`src/rtl/rowdec_pkg.sv`:
```
package rowdec_pkg;

    // Number of row predecode groups for a given row field width.
    function automatic int num_groups(input int w);
        case (w % 3)
            0:       return w / 3;
            1:       return w / 3;       // last 3-bit group widens to 4
            default: return w / 3 + 1;   // extra 2-bit group on top
        endcase
    endfunction

    // Width of predecode group g (groups are numbered from the LSB).
    function automatic int group_width(input int w, input int g);
        if (g != num_groups(w) - 1) return 3;
        case (w % 3)
            0:       return 3;
            1:       return 4;
            default: return 2;
        endcase
    endfunction

    // Lowest row-address bit covered by group g.
    function automatic int group_lsb(input int g);
        return 3 * g;
    endfunction

    // First line of group g on the packed predecode bus (earlier groups are 3-bit).
    function automatic int pd_base(input int g);
        return 8 * g;
    endfunction

    // Total width of the packed row predecode bus.
    function automatic int pd_width(input int w);
        return pd_base(num_groups(w) - 1) + (1 << group_width(w, num_groups(w) - 1));
    endfunction

endpackage

```
`src/rtl/rowdec_predecode.sv`:
```
module rowdec_predecode #(
    parameter int WIDTH = 3
) (
    input  logic [WIDTH-1:0]      sel,
    output logic [(1<<WIDTH)-1:0] lines
);
    localparam int NLINES = 1 << WIDTH;

    // One comparator per output line: 2-to-4, 3-to-8 or 4-to-16 by WIDTH.
    for (genvar i = 0; i < NLINES; i++) begin : g_line
        assign lines[i] = (sel == WIDTH'(i));
    end

endmodule

```
`src/rtl/rowdec_and_stage.sv`:
```
module rowdec_and_stage
    import rowdec_pkg::*;
#(
    parameter int ROW_BITS = 7,
    parameter int NUM_ROWS = 100,
    parameter int PD_W     = 24
) (
    input  logic [PD_W-1:0]     pd_lines,
    input  logic                wl_en,
    output logic [NUM_ROWS-1:0] wordline
);
    localparam int NGROUPS  = num_groups(ROW_BITS);
    localparam int ALL_ROWS = 1 << ROW_BITS;

    logic [ALL_ROWS-1:0] row_hit;

    // Each row code picks one line from every group and ANDs them.
    for (genvar r = 0; r < ALL_ROWS; r++) begin : g_row
        logic [NGROUPS-1:0] terms;
        for (genvar g = 0; g < NGROUPS; g++) begin : g_term
            localparam int GW  = group_width(ROW_BITS, g);
            localparam int IDX = pd_base(g) + ((r >> group_lsb(g)) & ((1 << GW) - 1));
            assign terms[g] = pd_lines[IDX];
        end
        assign row_hit[r] = &terms;
    end

    // Only implemented rows reach the outputs, each gated by the enable.
    assign wordline = row_hit[NUM_ROWS-1:0] & {NUM_ROWS{wl_en}};

    if (NUM_ROWS < ALL_ROWS) begin : g_spare
        logic unused_spare_rows;
        assign unused_spare_rows = ^row_hit[ALL_ROWS-1:NUM_ROWS];
    end

endmodule

```
`src/rtl/rowdec_top.sv`:
```
module rowdec_top
    import rowdec_pkg::*;
#(
    parameter int ROW_BITS  = 7,
    parameter int NUM_ROWS  = 100,
    parameter int COL_BITS  = 2,
    parameter int BANK_BITS = 1
) (
    input  logic                                   clk,
    input  logic                                   rst_n,
    input  logic                                   wl_en,
    input  logic [COL_BITS+ROW_BITS+BANK_BITS-1:0] addr,
    output logic [NUM_ROWS-1:0]                    wordline,
    output logic [(1<<COL_BITS)-1:0]               col_sel,
    output logic [(1<<BANK_BITS)-1:0]              bank_sel
);
    localparam int NGROUPS  = num_groups(ROW_BITS);
    localparam int PD_W     = pd_width(ROW_BITS);
    localparam int ROW_LSB  = COL_BITS;
    localparam int BANK_LSB = COL_BITS + ROW_BITS;

    typedef struct packed {
        logic [BANK_BITS-1:0] bank;
        logic [ROW_BITS-1:0]  row;
        logic [COL_BITS-1:0]  col;
    } fields_t;

    fields_t fields_d, fields_q;

    // field split of the incoming address.
    always_comb begin
        fields_d.col  = addr[COL_BITS-1:0];
        fields_d.row  = addr[ROW_LSB +: ROW_BITS];
        fields_d.bank = addr[BANK_LSB +: BANK_BITS];
    end

    // asynchronous clear of the captured address.
    always_ff @(posedge clk or negedge rst_n) begin
        if (!rst_n) fields_q <= '0;
        else        fields_q <= fields_d;
    end

    // row field predecoded group by group.
    logic [PD_W-1:0] row_pd;

    for (genvar g = 0; g < NGROUPS; g++) begin : g_row_grp
        localparam int GW  = group_width(ROW_BITS, g);
        localparam int LSB = group_lsb(g);
        rowdec_predecode #(.WIDTH(GW)) u_row_pd (
            .sel   (fields_q.row[LSB +: GW]),
            .lines (row_pd[pd_base(g) +: (1 << GW)])
        );
    end

    rowdec_and_stage #(
        .ROW_BITS (ROW_BITS),
        .NUM_ROWS (NUM_ROWS),
        .PD_W     (PD_W)
    ) u_and (
        .pd_lines (row_pd),
        .wl_en    (wl_en),
        .wordline (wordline)
    );

    // same predecoder unit, ungated.
    rowdec_predecode #(.WIDTH(COL_BITS)) u_col_pd (
        .sel   (fields_q.col),
        .lines (col_sel)
    );

    rowdec_predecode #(.WIDTH(BANK_BITS)) u_bank_pd (
        .sel   (fields_q.bank),
        .lines (bank_sel)
    );

endmodule

```
`config.mk`:
```
export PLATFORM = sky130hd
export DESIGN_NAME = rowdec_top
export DESIGN_NICKNAME = d
export VERILOG_FILES = /design/src/rtl/rowdec_pkg.sv /design/src/rtl/rowdec_predecode.sv /design/src/rtl/rowdec_and_stage.sv /design/src/rtl/rowdec_top.sv
export SDC_FILE = /design/constraint.sdc
export NUM_CORES = 1
export LEC_CHECK = 0
export BUFFER_PORTS_ARGS = -buffer_cell sky130_fd_sc_hd__buf_2
export CAP_MARGIN = 20
export CORE_ASPECT_RATIO = 0.9
export CORE_MARGIN = 4
export CORE_UTILIZATION = 35
export CTS_CLUSTER_SIZE = 28
export DETAILED_ROUTE_END_ITERATION = 8
export PLACE_DENSITY = 0.95
export SLEW_MARGIN = 20
export SYNTH_ARGS = -nofsm -noshare
export SYNTH_HDL_FRONTEND = slang
export SYNTH_SLANG_ARGS = --single-unit
export TNS_END_PERCENT = 50
```
`constraint.sdc`:
```
create_clock -name clk -period 4.1 [get_ports clk]
set_clock_uncertainty 0.1 [all_clocks]
set_input_delay 0.615 -clock clk [delete_from_list [all_inputs] [get_ports clk]]
set_output_delay 0.615 -clock clk [all_outputs]
set_load 0.05 [all_outputs]
```
==> results of run 1 <==
## routing by layer
layer  track usage (%)  wire length (µm)  vias to the layer above
met3              3.94               403                        2
met5                 0                 0                        -
li1                  -                 -                      691
met4              1.89                12                        0
met2              40.2              2000                       88
met1              22.4              1520                      655
## worst max path at each step
stage	end	slack (ns)	depth (start not counted)
floorplan	wordline[0]	1.43	3
global placement	wordline[88]	1.47	4
detailed placement	wordline[88]	1.43	4
CTS	wordline[48]	1.41	3
global route	wordline[56]	1.27	3
finish	wordline[96]	1.38	3
## critical path, stage by stage (launching register included)
cell and delay [ns]:
dfrtp_1 0.44, or4b_1 0.84, nor2_1 0.19, buf_2 0.28
## layout make-up
cell class / instances / share of cell area [%]
multi-input combinational: 125 / 40.2
sequential: 10 / 16.6
timing repair buffer: 118 / 39.1
clock buffer: 3 / 1.49
tap: 28 / 2.32
inverter: 1 / 0.249
## power by group through the flow
stage                     clock network, mW  logic (mW)  registers, mW
after floorplan                           0      0.0493          0.110
after CTS                            0.0659      0.0616          0.114
after global placement                    0      0.0604          0.115
after detailed placement                  0      0.0615          0.116
final                                0.0628      0.0614          0.114
after global routing                 0.0700      0.0653          0.115
## logic make-up (layout without fill, tap and decap cells)
family                 count (synthesis)  in the layout  synth area share (%)
DFF                                   10             10                  26.2
buffers and inverters                 24            122                  10.2
and+or+nand+nor                      125            125                  63.6
## stage by stage
| stage | hold slack (ns) | instances | setup WS, ns | total power, mW | area (µm²) |
|---|---|---|---|---|---|
| 6_report | 0.106 | 285 | 1.38 | 0.238 | 1510 |
| 5_1_grt | 0.115 | 285 | 1.27 | 0.250 | 1510 |
| 2_1_floorplan | 0.219 | 159 | 1.43 | 0.159 | 955 |
| 3_5_place_dp | 0.385 | 282 | 1.43 | 0.177 | 1490 |
| 4_1_cts | 0.107 | 285 | 1.41 | 0.241 | 1510 |
| 3_3_place_gp | 0.375 | 282 | 1.47 | 0.175 | 1490 |
## synth_stat cells
master,number,area (µm²)
or4b_1,5,50.1
and2_1,1,6.26
buf_2,3,15.0
nand4b_1,5,43.8
nand4_1,1,6.26
inv_1,1,3.75
clkbuf_1,19,71.3
nor2_1,101,379
dfrtp_1,10,250
nand4bb_1,9,101
nor2b_1,2,12.5
or4_1,1,7.51
buf_4,1,7.51
==> out/results.ini, run 1 <==
[run_status]
status=completed

[floorplanning]
fp.dieW_um=63.1
core_area_mm2=0.00253
row_count=17
die_h_um=57.5
initial_core_util_pct=37.7
ioPinCount=119
die-area_mm2=0.00363

[global_route]
grt_overflow=0
grt_max_degree=14
grt_pass1_wl_um=5950
track_usage_pct=20.0
first_global_vias=1322
antenna_found_initial=0

[pwr]
clkPwrFrac_pct=26.4
power.density_mw_per_mm2=158
power_frac_seq_pct=47.8
p_leak_nw=0.880
p_comb_share_pct=25.8
vdd_drop_max_uv=181
netSwitchingPower_mw=0.0842
switching_share_pct=35.4
p_int_mw=0.154

[setup_path]
path_class=reg -> out
cp-end-kind=primary output
crit_required_ns=3.38
critPathMaxFanout=13
cp-startpoint=fields_q[3]
cp.arrival_ns=2.00
critPathLaunchType=flip-flop

[clock_tree]
clockBufferDepth=2
cts_tree=done
numCtsBuffers=3
ctsHtreeMaxLevel=1
post_cts_buffers=0
clock_sinks=10
cts_hold_buf=0
post_cts_resized=0
root_buffer=clkbuf_4
clk_pin_slew_ns=0.06

[routing]
drtAntennaViolNets=0
via_per_inst=5.04
first_iter_violations=88
drc_errors=0
vias=1436
wire_per_inst_um=13.8
first_pass_iters=4
routed_wl_um=3940

[finish]
n_antenna_cell=0
layout-drive-gt1-share_pct=47.1
area_growth_syn_to_layout_pct=58.1
top_register=fields_q
largest_register_ffs=10
post-route-util_pct=59.6
ff_latch_area_um2=250
fillers=246
final_common_cell=buf_2
reg.largest.list=fields_q (10)
nets=272
layout_common_cells=118 x buf_2, 101 x nor2_1, 10 x dfrtp_1
multi_input_area_um2=607

[timing]
fmaxAchievable_ghz=0.368
rsz0062_at_grt=false
tns_ns=0
finalCriticalPeriod_ns=2.72
setup_viol=0
slew_viol_final=0
relSlewSlack_pct=56.4
period_share_pct=66.3
hold_viol_final=0
worstMarginPinSlew_ns=0.650

[synthesis]
yosys_warnings=0
syn_inst=159
synth_seq_cells=10
synthesis.area_um2=955
syn_nets=172
synth_cell_types=13
ys_seq_area_share_pct=26.2
syn_area_per_cell_um2=6.00

[placed_design]
place.gp.congestion=0.664
place_hpwl_um=2940
portBuffers=118

[min_path]
hold_class=in -> async

[flow_run]
drv_cap=0

Power figures use the tool's default switching activity.
==> inputs of run 2 (changes only) <==
--- a/config.mk
+++ b/config.mk
@@ -9,10 +9,10 @@
 export CAP_MARGIN = 20
 export CORE_ASPECT_RATIO = 0.9
 export CORE_MARGIN = 4
-export CORE_UTILIZATION = 35
+export CORE_UTILIZATION = 32
 export CTS_CLUSTER_SIZE = 28
 export DETAILED_ROUTE_END_ITERATION = 8
-export PLACE_DENSITY = 0.95
+export PLACE_DENSITY = 0.89
 export SLEW_MARGIN = 20
 export SYNTH_ARGS = -nofsm -noshare
 export SYNTH_HDL_FRONTEND = slang
==> constraint.sdc (replaced) <==
create_clock -name clk -period 2.6 [get_ports clk]
set_clock_uncertainty 0.1 [all_clocks]
set_input_delay 0.39 -clock clk [delete_from_list [all_inputs] [get_ports clk]]
set_output_delay 0.39 -clock clk [all_outputs]
set_load 0.05 [all_outputs]
==> out/results.ini, run 2 (synthesis gave the netlist of run 1 again) <==
[run_status]
status=completed

[floorplanning]
die_h_um=59.8
core_area_mm2=0.00279
ioPinCount=119
initial_core_util_pct=34.2
fp.dieW_um=65.6
row_count=18
die-area_mm2=0.00392

[global_route]
first_global_vias=1152
antenna_found_initial=0
grt_most_used_layer=met2
grt_pass1_wl_um=5690
grt_use_met1_pct=23.0
use_met3_pct=4.51
grt_overflow=0
grt_max_degree=14
track_usage_pct=19.0
use_met2_pct=34.5

[timing]
fmaxAchievable_ghz=0.410
hold_viol_final=0
period_share_pct=93.7
layout_setup_ws_ns=0.163
worstMarginPinSlew_ns=0.636
slew_viol_final=0
rsz0062_at_grt=false
tns_ns=0
finalCriticalPeriod_ns=2.44
setup_viol=0
relSlewSlack_pct=57.4

[finish]
n_antenna_cell=0
area_growth_syn_to_layout_pct=64.1
final_common_cell=buf_2
reg.largest.list=fields_q (10)
post-route-util_pct=56.1
layout_common_cells=118 x buf_2, 101 x nor2_1, 10 x dfrtp_1
layout-drive-gt1-share_pct=47.9
largest_register_ffs=10
nets=275
top_register=fields_q
instances_no_fill=301
fillers=281

[clock_tree]
clock_sinks=10
clk_pin_slew_ns=0.06
numCtsBuffers=3
clockBufferDepth=2
cts_tree=done
root_buffer=clkbuf_4
ctsHtreeMaxLevel=1

[placed_design]
portBuffers=118
placedCellCount=296
place.gp.congestion=0.699
place_hpwl_um=2960
post-place-ws_ns=0.371

[pwr]
power.density_mw_per_mm2=263
vdd_drop_max_uv=316
p_leak_nw=0.901

[routing]
wire_per_inst_um=13.0
via_per_inst=4.76
drc_errors=0
first_pass_iters=4
vias=1434
routed_wl_um=3920
first_iter_violations=89
drtAntennaViolNets=0

[setup_path]
path_class=reg -> out
crit_required_ns=2.11
critPathMaxFanout=13
critPathLaunchType=flip-flop
cp-startpoint=fields_q[6]
cp.arrival_ns=1.95
cp-end-kind=primary output

[min_path]
hold_class=in -> reg
worst_hold_startpoint=addr[3]

[flow_run]
drv_cap=0

## run 2: changes by cell type in the layout (fill, tap and decap cells not counted), sizes merged
cell and change:
clkbuf +1, buf +2, dlygate4sd3 +1
## run 2: layer usage
layer	up-vias	share of wire, %
li1	700	-
met1	642	40
met2	90	48
met3	2	11
met4	0	0.31
met5	-	0
## run 2: path summary, 6_finish.rpt
kind	slack [ns]	end	depth (start not counted)
min	0.13	fields_q[3]	1
max	0.16	wordline[34]	3
min in group asynchronous	0.42	fields_q[9]	2
max in group asynchronous	1.79	fields_q[7]	2
## run 2: stage by stage
step	hold WS, ns	instance area [µm²]	total power [mW]
4_1_cts	0.118	1560	0.418
5_1_grt	0.116	1570	0.436
6_report	0.129	1570	0.412
3_5_place_dp	0.152	1520	0.280
3_3_place_gp	0.151	1520	0.278
2_1_floorplan	-0.00559	955	0.251
## run 2: critical path: stages, from the launching register on
cell     delay, ns
dfrtp_1       0.50
or4b_1        0.74
nor2_1        0.16
buf_2         0.28
## run 2: report_power, final
| group | internal (mW) | switching (mW) | leakage [nW] |
|---|---|---|---|
| logic | 0.0282 | 0.0713 | 0.764 |
| clock network | 0.0849 | 0.0489 | 0.0210 |
| registers | 0.163 | 0.0155 | 0.117 |
## run 2: cell type report
cell class / instances / area (µm²) / area share (%)
Multi-Input combinational cell: 125 / 611 / 39.0
Tap cell: 40 / 50.0 / 3.19
Clock buffer: 4 / 36.3 / 2.32
Timing Repair Buffer: 121 / 616 / 39.3
Inverter: 1 / 3.75 / 0.240
Sequential cell: 10 / 250 / 16.0
## run 2: timing repair
item                                    CTS  global route
endpoints found under the hold margin    10             0
resized for setup                         0             1
endpoints found under the setup margin    0             6
buffers inserted                          0             0
hold buffers                              1             0
